`config.mk`:
```
export PLATFORM = sky130hd
export DESIGN_NAME = pixcap_top
export DESIGN_NICKNAME = d
export VERILOG_FILES = /design/src/rtl/pixcap_pkg.sv /design/src/rtl/pixcap_packer.sv /design/src/rtl/pixcap_pingpong.sv /design/src/rtl/pixcap_fifo.sv /design/src/rtl/pixcap_top.sv
export SDC_FILE = /design/constraint.sdc
export NUM_CORES = 1
export LEC_CHECK = 0
export CAP_MARGIN = 30
export CORE_MARGIN = 5
export CORE_UTILIZATION = 54
export CTS_CLUSTER_SIZE = 10
export DETAILED_ROUTE_END_ITERATION = 8
export PLACE_DENSITY = 0.77
export REMOVE_ABC_BUFFERS = 1
export SLEW_MARGIN = 20
export SYNTH_ARGS = -nofsm -noshare
export SYNTH_HDL_FRONTEND = slang
export SYNTH_SLANG_ARGS = --single-unit
```
`constraint.sdc`:
```
create_clock -name clk_i -period 6.63 [get_ports clk_i]
set_input_delay 1.326 -clock clk_i [delete_from_list [all_inputs] [get_ports clk_i]]
set_output_delay 1.326 -clock clk_i [all_outputs]
set_load 0.01 [all_outputs]
```
`src/rtl/pixcap_pkg.sv`:
```
package pixcap_pkg;

  // One entry of the outgoing word stream.
  typedef struct packed {
    logic [31:0] data;
    logic        chan;
    logic        last;
    logic [15:0] nbytes;
  } cap_word_t;

  // Zero-pad a partly assembled word. acc holds the newest byte in its top
  // lane; 'fill' bytes are valid and sit in the upper part of acc.
  function automatic logic [31:0] pad_partial(input logic [23:0] acc,
                                              input logic [1:0]  fill);
    return {8'h00, acc} >> (8 * (3 - fill));
  endfunction

endpackage

```
`src/rtl/pixcap_packer.sv`:
```
module pixcap_packer
  import pixcap_pkg::*;
#(
  parameter int unsigned BUF_BYTES = 16
) (
  input  logic      clk_i,
  input  logic      rst_i,
  input  logic      fv_i,
  input  logic      lv_i,
  input  logic [7:0] pix_i,
  input  logic [1:0] free_i,
  output logic      push_o,
  output cap_word_t push_word_o,
  output logic      commit_o,
  output logic      commit_chan_o,
  output logic      drop_o,
  output logic      full_pulse_o,
  output logic      frame_done_o
);

  localparam int unsigned CNT_W = $clog2(BUF_BYTES + 1);
  localparam logic [CNT_W-1:0] LAST_CNT = CNT_W'(BUF_BYTES - 1);
  localparam logic [CNT_W-1:0] ONE_CNT  = CNT_W'(1);

  logic             fv_q;
  logic [1:0]       lane;
  logic [23:0]      acc;
  logic [CNT_W-1:0] cnt;
  logic             cur;
  cap_word_t        hold;
  logic             hold_v;

  logic take, accept, fv_fall, word_done, flush, full_hit, end_commit, commit;
  logic [31:0] nw_data;
  logic [15:0] nw_bytes;

  always_comb begin
    take       = fv_i & lv_i;
    accept     = take & free_i[cur];
    drop_o     = take & ~free_i[cur];
    fv_fall    = fv_q & ~fv_i;
    word_done  = accept & (lane == 2'd3);
    flush      = fv_fall & (lane != 2'd0);
    full_hit   = accept & (cnt == LAST_CNT);
    end_commit = fv_fall & (cnt != '0);
    commit     = full_hit | end_commit;
    nw_data    = word_done ? {pix_i, acc} : pad_partial(acc, lane);
    nw_bytes   = word_done ? 16'(cnt + ONE_CNT) : 16'(cnt);
  end

  // The held word leaves when a newer word replaces it or when it closes a buffer.
  assign push_o        = hold_v & (hold.last | word_done | flush);
  assign push_word_o   = hold;
  assign commit_o      = commit;
  assign commit_chan_o = cur;

  always_ff @(posedge clk_i) begin
    if (rst_i) begin
      fv_q         <= 1'b0;
      lane         <= 2'd0;
      acc          <= '0;
      cnt          <= '0;
      cur          <= 1'b0;
      hold         <= '0;
      hold_v       <= 1'b0;
      full_pulse_o <= 1'b0;
      frame_done_o <= 1'b0;
    end else begin
      fv_q         <= fv_i;
      full_pulse_o <= full_hit;
      frame_done_o <= fv_fall;
      if (accept) acc <= {pix_i, acc[23:8]};
      if (fv_fall)     lane <= 2'd0;
      else if (accept) lane <= lane + 2'd1;
      if (commit)      cnt <= '0;
      else if (accept) cnt <= cnt + ONE_CNT;
      if (commit) cur <= ~cur;
      if (word_done | flush) begin
        hold   <= '{data: nw_data, chan: cur, last: commit, nbytes: nw_bytes};
        hold_v <= 1'b1;
      end else if (end_commit) begin
        hold.last   <= 1'b1;
        hold.nbytes <= 16'(cnt);
      end else if (push_o) begin
        hold_v <= 1'b0;
      end
    end
  end

  // nothing is counted in cycles without both qualifiers
  a_r1_blank_ignored: assert property (@(posedge clk_i) disable iff (rst_i)
    !(fv_i && lv_i) |=> (cnt == '0 || $stable(cnt)));
  // every close switches channel
  a_r4_alternate: assert property (@(posedge clk_i) disable iff (rst_i)
    commit |=> cur != $past(cur));
  // frame end leaves no partial state behind
  a_r5_frame_clear: assert property (@(posedge clk_i) disable iff (rst_i)
    fv_fall |=> (lane == 2'd0 && cnt == '0));
  // the count never passes the buffer size
  a_r3_count_bound: assert property (@(posedge clk_i) disable iff (rst_i)
    cnt <= LAST_CNT);

endmodule

```
`src/rtl/pixcap_pingpong.sv`:
```
module pixcap_pingpong #(
  parameter int unsigned NUM_CH = 2
) (
  input  logic              clk_i,
  input  logic              rst_i,
  input  logic              commit_i,
  input  logic              commit_chan_i,
  input  logic [NUM_CH-1:0] release_i,
  output logic [NUM_CH-1:0] free_o
);

  for (genvar k = 0; k < NUM_CH; k++) begin : g_ch
    always_ff @(posedge clk_i) begin
      if (rst_i)                                  free_o[k] <= 1'b1;
      else if (commit_i && (commit_chan_i == k))  free_o[k] <= 1'b0;
      else if (release_i[k])                      free_o[k] <= 1'b1;
    end
  end

  // only a free channel is ever closed
  a_r7_close_free: assert property (@(posedge clk_i) disable iff (rst_i)
    commit_i |-> free_o[commit_chan_i]);
  // a closed channel is claimed afterwards
  a_r7_claimed: assert property (@(posedge clk_i) disable iff (rst_i)
    commit_i |=> !free_o[$past(commit_chan_i)]);

endmodule

```
`src/rtl/pixcap_fifo.sv`:
```
module pixcap_fifo #(
  parameter int unsigned DEPTH = 8,
  parameter int unsigned W     = 50
) (
  input  logic         clk_i,
  input  logic         rst_i,
  input  logic         wr_i,
  input  logic [W-1:0] din_i,
  output logic         full_o,
  output logic         out_valid_o,
  input  logic         out_ready_i,
  output logic [W-1:0] dout_o
);

  localparam int unsigned AW = $clog2(DEPTH);

  logic [W-1:0]  mem [DEPTH];
  logic [AW-1:0] wr_ptr, rd_ptr;
  logic [AW:0]   count;
  logic          wr_en, rd_en;

  assign full_o = (count == (AW+1)'(DEPTH));
  assign wr_en  = wr_i & ~full_o;
  assign rd_en  = (count != '0) & (~out_valid_o | out_ready_i);

  always_ff @(posedge clk_i) begin
    if (wr_en) mem[wr_ptr] <= din_i;
  end

  always_ff @(posedge clk_i) begin
    if (rd_en) dout_o <= mem[rd_ptr];
  end

  always_ff @(posedge clk_i) begin
    if (rst_i) begin
      wr_ptr      <= '0;
      rd_ptr      <= '0;
      count       <= '0;
      out_valid_o <= 1'b0;
    end else begin
      if (wr_en) wr_ptr <= wr_ptr + AW'(1);
      if (rd_en) rd_ptr <= rd_ptr + AW'(1);
      case ({wr_en, rd_en})
        2'b10:   count <= count + (AW+1)'(1);
        2'b01:   count <= count - (AW+1)'(1);
        default: count <= count;
      endcase
      if (rd_en)            out_valid_o <= 1'b1;
      else if (out_ready_i) out_valid_o <= 1'b0;
    end
  end

  // a stalled word stays put
  a_r8_hold_stable: assert property (@(posedge clk_i) disable iff (rst_i)
    (out_valid_o && !out_ready_i) |=> (out_valid_o && $stable(dout_o)));

endmodule

```
`src/rtl/pixcap_top.sv`:
```
module pixcap_top
  import pixcap_pkg::*;
#(
  parameter int unsigned BUF_BYTES  = 16,
  parameter int unsigned FIFO_DEPTH = 8
) (
  input  logic        clk_i,
  input  logic        rst_i,
  input  logic        sens_rst_req_i,
  input  logic        fv_i,
  input  logic        lv_i,
  input  logic [7:0]  pix_i,
  input  logic [1:0]  release_i,
  input  logic        out_ready_i,
  output logic        out_valid_o,
  output logic [31:0] out_data_o,
  output logic        out_chan_o,
  output logic        out_last_o,
  output logic [15:0] out_bytes_o,
  output logic        buf_full_o,
  output logic        frame_done_o,
  output logic        overflow_o,
  output logic        sens_rst_n_o
);

  localparam int unsigned WORD_W = $bits(cap_word_t);

  logic      push, commit, commit_chan, drop, fifo_full;
  logic [1:0] free;
  cap_word_t push_word, head;

  pixcap_packer #(.BUF_BYTES(BUF_BYTES)) packer_i (
    .clk_i         (clk_i),
    .rst_i         (rst_i),
    .fv_i          (fv_i),
    .lv_i          (lv_i),
    .pix_i         (pix_i),
    .free_i        (free),
    .push_o        (push),
    .push_word_o   (push_word),
    .commit_o      (commit),
    .commit_chan_o (commit_chan),
    .drop_o        (drop),
    .full_pulse_o  (buf_full_o),
    .frame_done_o  (frame_done_o)
  );

  pixcap_pingpong #(.NUM_CH(2)) pingpong_i (
    .clk_i         (clk_i),
    .rst_i         (rst_i),
    .commit_i      (commit),
    .commit_chan_i (commit_chan),
    .release_i     (release_i),
    .free_o        (free)
  );

  pixcap_fifo #(.DEPTH(FIFO_DEPTH), .W(WORD_W)) fifo_i (
    .clk_i       (clk_i),
    .rst_i       (rst_i),
    .wr_i        (push),
    .din_i       (push_word),
    .full_o      (fifo_full),
    .out_valid_o (out_valid_o),
    .out_ready_i (out_ready_i),
    .dout_o      (head)
  );

  assign out_data_o  = head.data;
  assign out_chan_o  = head.chan;
  assign out_last_o  = head.last;
  assign out_bytes_o = head.nbytes;

  always_ff @(posedge clk_i) begin
    if (rst_i) begin
      overflow_o   <= 1'b0;
      sens_rst_n_o <= 1'b0;
    end else begin
      overflow_o   <= overflow_o | drop | (push & fifo_full);
      sens_rst_n_o <= ~sens_rst_req_i;
    end
  end

  // overflow is sticky
  a_r7_sticky: assert property (@(posedge clk_i) disable iff (rst_i)
    overflow_o |=> overflow_o);
  // sensor reset follows the host request one cycle later
  a_r9_sensor_reset: assert property (@(posedge clk_i) disable iff (rst_i)
    1'b1 |=> (sens_rst_n_o == !$past(sens_rst_req_i)));
  // a closing word carries a sane byte count
  a_r3_last_count: assert property (@(posedge clk_i) disable iff (rst_i)
    (out_valid_o && out_last_o) |-> (out_bytes_o != 16'd0 && out_bytes_o <= 16'(BUF_BYTES)));

endmodule

```
==> results by group, run 1 <==
Clock tree
  • Clock Pin Slew Worst Setup and Hold Paths: around 0.050 ns
  • CTS buffer count: just over 50
  • Post-CTS Setup Bufs: 0
  • Clock buffer depth: 3
  • Post-CTS Resized: 0
  • Root Buffer: clkbuf_16
  • Worst-skew pair later-pin latency: approximately 0.56 ns
  • Clk sinks: around 450
  • CTS tree: done
  • CTS H-tree depth: 2
  • Hold_buf cts: 0

Layout
  • Layout Nets: ~1100
  • N_diodes: 0
  • Area grow syn2layout: 15.1%
  • Final Cell Area: 19800 um2
  • Post-layout util: 0.629
  • Layout cells sized above 1: 0.214
  • Cell Count, Final, Fillers Out: 1498

Worst setup path
  • Worst Setup End Kind: register
  • Maximum fanout along the worst path: 17
  • Crit path launch type: input port
  • CP required: a little over 7 ns
  • Worst Path Arrival: about 4.5 ns
  • Critical path type: input port to register

Floorplanning
  • Die Wd: between 150 and 200 um
  • Row count: 65
  • IO Pins: a little over 70
  • Starting density of the core: 0.547
  • Die Y: 189 um
  • Die area: 35600 um2
  • Core Box Area: 31600 um2

Place
  • Placed inst area: around 18000 um2
  • HPWL after detailed placement: around 19 mm
  • Port Buffers: 60
  • Inst Count DP: ~1400
  • Routability-driven placement congestion ratio: around 0.80

Power
  • Worst vdd ir: between 0.2 and 0.25 mV
  • Pleak: about 0.0063 uW
  • PD cells: approximately 350 nW/um2

Global routing
  • Vias in the first global route: 9223
  • Total grt overflow: 0
  • First-pass GRT wire length: 52.6 mm
  • Aggregate global-route resource usage: 0.189
  • Pin count of the biggest net entering global routing: 46
  • Antenna violations before repair: 0

Synthesis
  • Cell count after synthesis: a little under 1000
  • Synthesized area: about 17000 um2
  • Seq/Total Area, Yosys: 0.732
  • Yosys reg bits: between 400 and 500
  • Area contributors post-synth: edfxtp_1 63%, dfxtp_1 11%, mux4_2 10%, mux2_2 2.9%, nand2_1 1.6%
  • Area leader, netlist: edfxtp_1
  • Synthesized area per cell: about 18 um2
  • Ys Warns: 0
  • Ys flop type: edfxtp_1
  • Post-synth ARST share: 0
  • Post-synth EDFFs: 360
  • Share of the synthesized area in the top cell type: 0.627
  • Cell variety after synth: 61

Timing
  • Worst-margin pin slew: 0.900 ns
  • RSZ-0062 raised after global routing: no
  • Achievable frequency: about 250 MHz
  • Final setup TNS: 0 ns
  • Final hold vios: 0
  • Max Slew Vio Count: 0
  • Skew final: around 0.024 ns
  • Final period utilization: 0.609
  • Rel. slew slack: 0.400
  • Hold slack: about 0.46 ns
  • Post-layout min period: 4.04 ns
  • Final setup viols: 0

Drt
  • Number of routed nets with antenna violations: 0
  • Residual DRC: 0
  • DRT Pass-1 Iters: 6
  • DR vias/cell: 5.93
  • Iter 0 DRT Violations: between 900 and 1000
  • Wire per inst: 22.2 um
  • Routed vias: roughly 8900
  • Routed wire length: between 30 and 40 mm

Run
  • MaxCap Viol Count: 0

Min path
  • Hold Path Class: register to register

Outcome
  • Status: finished, final reports clean
flip-flops by register name, indices dropped and copies added (netlist names):
signal,count
fifo_i.count,4
packer_i.fv_q,1
fifo_i.mem,320
overflow_o,1
packer_i.full_pulse_o,1
fifo_i.rd_ptr,3
packer_i.commit_chan_o,1
fifo_i.dout_o,40
packer_i.frame_done_o,1
packer_i.hold_v,1
fifo_i.out_valid_o,1
packer_i.cnt,5
pingpong_i.free_o,2
packer_i.lane,2
packer_i.push_word_o,40
packer_i.acc,24
sens_rst_n_o,1
fifo_i.wr_ptr,3
worst max-delay path, cell delays in order:
cell and delay (ns):
clkdlybuf4s50_1 0.60, nor3b_4 0.73, a211oi_2 0.17, nor2_2 0.21, inv_2 0.15, ha_1 0.28
xor2_1 0.17, ha_1 0.21, a21oi_1 0.14, xor2_1 0.09, or3_1 0.30, a21oi_1 0.13
through the flow:
stage	power, uW	setup WS (ns)
after floorplan	4100	-0.334
after global placement	4520	2.16
after detailed placement	4540	2.07
after CTS	7050	2.63
after global routing	7260	2.34
final	6970	2.59
cell usage after synthesis, types with 5 or more instances:
| cell | instances |
|---|---|
| a21oi_1 | 47 |
| a221o_1 | 7 |
| a22o_1 | 8 |
| a31oi_1 | 8 |
| and2_1 | 8 |
| buf_1 | 6 |
| buf_2 | 14 |
| buf_4 | 12 |
| clkbuf_1 | 27 |
| dfxtp_1 | 91 |
| edfxtp_1 | 360 |
| ha_1 | 10 |
| inv_1 | 9 |
| mux2_2 | 44 |
| mux2i_1 | 7 |
| mux4_2 | 80 |
| nand2_1 | 75 |
| nand3_1 | 17 |
| nor2_1 | 27 |
| nor2b_1 | 8 |
| nor3_1 | 14 |
| nor4_1 | 5 |
| nor4b_1 | 6 |
| o21ai_0 | 18 |
| or3_1 | 5 |
| xnor2_1 | 9 |
final cells by class:
class | instances | area (um2)
inverter | 10 | 37.5
sequential | 451 | 12600
timing repair buffer | 84 | 807
clock inverter | 3 | 32.5
tap | 402 | 503
clock buffer | 93 | 1470
multi-input combinational | 455 | 4360
fill | 2152 | 11700
path summary, 6_finish.rpt:
check / start / slack [ns] / to / depth (start not counted)
setup / recovery: fv_i / 2.59 / fifo_i.count[2]$_SDFFE_PP0P_ / 12
hold reg to reg: packer_i.acc[0]$_SDFFE_PP0P_ / 0.46 / packer_i.acc[0]$_SDFFE_PP0P_ / 2
setup reg to reg: packer_i.lane[0]$_SDFFE_PP0P_ / 2.79 / fifo_i.count[2]$_SDFFE_PP0P_ / 13
hold / removal: packer_i.acc[0]$_SDFFE_PP0P_ / 0.46 / packer_i.acc[0]$_SDFFE_PP0P_ / 2
routing by layer:
layer | global-route usage | share of wire | vias to the layer above
met5 | 0 | 0 | -
met4 | 0.0544 | 0.021 | 0
met3 | 0.0274 | 0.052 | 58
met2 | 0.315 | 0.50 | 302
met1 | 0.264 | 0.42 | 4541
li1 | - | - | 3980
layout by cell type, fill, tap and decap left out, types with 21 or more instances in the layout:
cell type / Yosys / final
edfxtp_1: 360 / 360
buf_4: 12 / 21
clkdlybuf4s50_1: 0 / 59
clkbuf_1: 27 / 40
clkbuf_16: 0 / 52
nor2_1: 27 / 26
dfxtp_1: 91 / 88
mux2_2: 44 / 44
nand2_1: 75 / 75
mux4_2: 80 / 80
a21oi_1: 47 / 47
where the power goes:
group	total [uW]	internal, uW	switching, uW
Combinational	1090	587	502
Sequential	3380	3250	135
Clock	2500	1480	1020
Total	6970	5310	1660
logic make-up (layout without fill, tap and decap cells):
family / Yosys count / count (layout) / share of synthesized area
adders and majority gates: 10 / 10 / 0.00725
and+or+nand+nor: 179 / 179 / 0.0509
muxes: 133 / 133 / 0.139
xor gates and xnor gates: 12 / 12 / 0.00609
AOI/OAI and AO/OA: 111 / 111 / 0.0438
other: 1 / 10 / 0.000217
buffers and inverters: 71 / 190 / 0.0199
DFF: 451 / 451 / 0.732
Note: power is estimated with default switching activity, not from simulation.
==> run 2, diff against run 1 <==
Clock period 6.63 ns to 3.7 ns, I/O delays scaled along.
==> results by group, run 2 (synthesis gave the netlist of run 1 again) <==
Worst setup path
  • Crit-path leading delay family: compound AO/OA/AOI/OAI gates
  • Critical path type: input port to register
  • Worst Path Arrival: 3.35 ns (-1.16 ns)
  • FF-to-FF Start: packer_i.lane[1]$_SDFFE_PP0P_
  • Total stage count of the critical path: 10 (-2)
  • Slowest stage delay, CP: 0.51 ns (-0.22 ns)
  • Most frequent cell on the critical path: mux2_2
  • Worst Setup End Kind: register
  • Worst Path Buf+Inv: 2 (unchanged)
  • Crit path launch type: input port
  • CP required: 4.14 ns (-2.96 ns)
  • Crit-path cells: clkdlybuf4s50_1 > and3_1 > a211oi_2 > nor2_2 > inv_2 > ha_1 > nand2_1 > mux2_2 > o41ai_1 > mux2_2
  • Reg2Reg Depth: 11 (-2)
  • Maximum fanout along the worst path: 5 (-12)
  • Worst flop-to-flop path endpoint: fifo_i.count[3]$_SDFFE_PP0P_
  • R2R Setup Slk: 0.86 ns (-1.93 ns)
  • Critical-path top delay cell: clkdlybuf4s50_1

Timing
  • Achievable frequency: 344 MHz
  • Final hold vios: 0 (unchanged)
  • Skew final: 0.0185 ns (-0.00508 ns)
  • Max Slew Vio Count: 0 (unchanged)
  • Final setup viols: 0 (unchanged)
  • RSZ-0062 raised after global routing: no
  • Final setup TNS: 0 ns (unchanged)
  • Post-layout min period: about 2.9 ns
  • Final period utilization: 0.785
  • Worst-margin pin slew: 0.782 ns (-0.118 ns)
  • Rel. slew slack: 0.478 (+0.0776)

Global routing
  • Total grt overflow: 0 (unchanged)
  • First-pass GRT wire length: 53.7 mm (+2.0%)
  • Pin count of the biggest net entering global routing: 49 (+6.5%)
  • Antenna violations before repair: 0 (unchanged)
  • Aggregate global-route resource usage: 0.193 (+0.00403)
  • Vias in the first global route: 9225 (+0.022%)

Drt
  • Routed wire length: 33.8 mm (+1.7%)
  • Routed vias: 8955 (+0.83%)
  • Number of routed nets with antenna violations: 0 (unchanged)
  • Iter 0 DRT Violations: 905 (-7.6%)
  • DR vias/cell: 5.95 (+0.30%)
  • Residual DRC: 0 (unchanged)
  • DRT Pass-1 Iters: 5 (-1)
  • Wire per inst: 22.4 um (+1.2%)

Power
  • Worst vdd ir: 0.453 mV (+86%)
  • Pleak: 0.00650 uW (+2.4%)
  • PD cells: 636 nW/um2 (+81%)

Outcome
  • Status: finished, final reports clean

Layout
  • Layout Nets: 1089 (+0.93%)
  • Final Cell Area: 20000 um2 (+0.71%)
  • Area grow syn2layout: 15.9%
  • Layout cells sized above 1: 0.221 (+0.00751)
  • Fill cell count: 2141 (-0.51%)
  • Top reg by flops: fifo_i.mem
  • N_diodes: 0 (unchanged)
  • Most frequent cells in the layout: 360 x edfxtp_1, 88 x dfxtp_1, 80 x mux4_2, 75 x nand2_1, 59 x clkdlybuf4s50_1
  • Max reg flops: 320 (unchanged)
  • Commonest non-fill, non-tap cell in the layout: edfxtp_1

Floorplanning
  • Die area: 35600 um2 (unchanged)
  • Die Wd: 189 um (unchanged)
  • Row count: 65 (unchanged)
  • Die Y: 189 um (unchanged)
  • IO Pins: 71 (unchanged)
  • Core Box Area: 31600 um2 (unchanged)
  • Starting density of the core: 0.547 (unchanged)

Place
  • HPWL after detailed placement: 19.4 mm (+3.1%)
  • Port Buffers: 60 (unchanged)
  • Placed inst area: 18500 um2 (+0.97%)
  • Routability-driven placement congestion ratio: 0.822 (+2.3%)

Clock tree
  • CTS buffer count: 51 (unchanged)
  • Worst-skew pair later-pin latency: 0.56 ns (about the same)
  • Root Buffer: clkbuf_16
  • CTS tree: done
  • Post-CTS Setup Bufs: 0 (unchanged)
  • Post-CTS Resized: 0 (unchanged)
  • Clock Pin Slew Worst Setup and Hold Paths: 0.06 ns (about the same)
  • Clk sinks: 451 (unchanged)
  • Clock buffer depth: 3 (unchanged)
  • CTS H-tree depth: 2 (unchanged)
  • Hold_buf cts: 0 (unchanged)

Run
  • MaxCap Viol Count: 0 (unchanged)

Min path
  • Hold path cells: 2 (unchanged)
  • Hold Path Class: register to register
  • Worst Hold Path EP: packer_i.acc[2]$_SDFFE_PP0P_
  • Worst Hold Launch: packer_i.acc[2]$_SDFFE_PP0P_
==> run 2: final cells by class <==
cell class                 count  area, um2  area share
tap                          402        503      0.0252
timing repair buffer          94        958      0.0479
multi-input combinational    455       4360       0.218
clock inverter                 5       57.6     0.00288
sequential                   451      12600       0.632
clock buffer                  89       1430      0.0715
inverter                      10       37.5     0.00188
==> run 2: per-stage QoR <==
step	total power, uW	instances	setup slack, ns	util	hold slack (ns)
4_1_cts	12900	1505	0.802	0.633	0.465
6_report	12700	1506	0.796	0.633	0.467
3_3_place_gp	8330	1410	0.307	0.585	0.440
3_5_place_dp	8380	1411	0.231	0.586	0.454
5_1_grt	13300	1506	0.604	0.633	0.477
2_1_floorplan	7550	916	-2.94	-	0.427
==> run 2: worst min-delay path, cell delays in order, from the launching register on <==
cell	delay (ns)
dfxtp_1	0.31
nand2_1	0.05
a21oi_1	0.06
==> run 2: how the worst max path moves through the flow <==
stage                                       start  slack (ns)                            to
floorplan           packer_i.lane[0]$_SDFFE_PP0P_       -2.94    fifo_i.mem[4][0]$_DFFE_PP_
global placement                             fv_i        0.31  fifo_i.count[3]$_SDFFE_PP0P_
detailed placement                           fv_i        0.23  fifo_i.count[3]$_SDFFE_PP0P_
CTS                                          fv_i        0.80  fifo_i.count[3]$_SDFFE_PP0P_
global route                                 fv_i        0.60  fifo_i.count[3]$_SDFFE_PP0P_
finish                                       fv_i        0.80  fifo_i.count[3]$_SDFFE_PP0P_
==> run 2: metal layers <==
layer / global-route usage / share of wire / vias up
met5: 0 / 0 / -
met4: 0.0418 / 0.018 / 0
met3: 0.0295 / 0.063 / 59
met2: 0.320 / 0.50 / 294
met1: 0.276 / 0.42 / 4600
li1: - / - / 4002
==> run 2: power by group <==
part	total, uW	switching, uW	leakage [uW]	internal (uW)
registers	6060	248	0.00410	5810
clock network	4490	1870	0.000709	2620
logic	2170	959	0.00169	1210
total	12700	3080	0.00650	9640
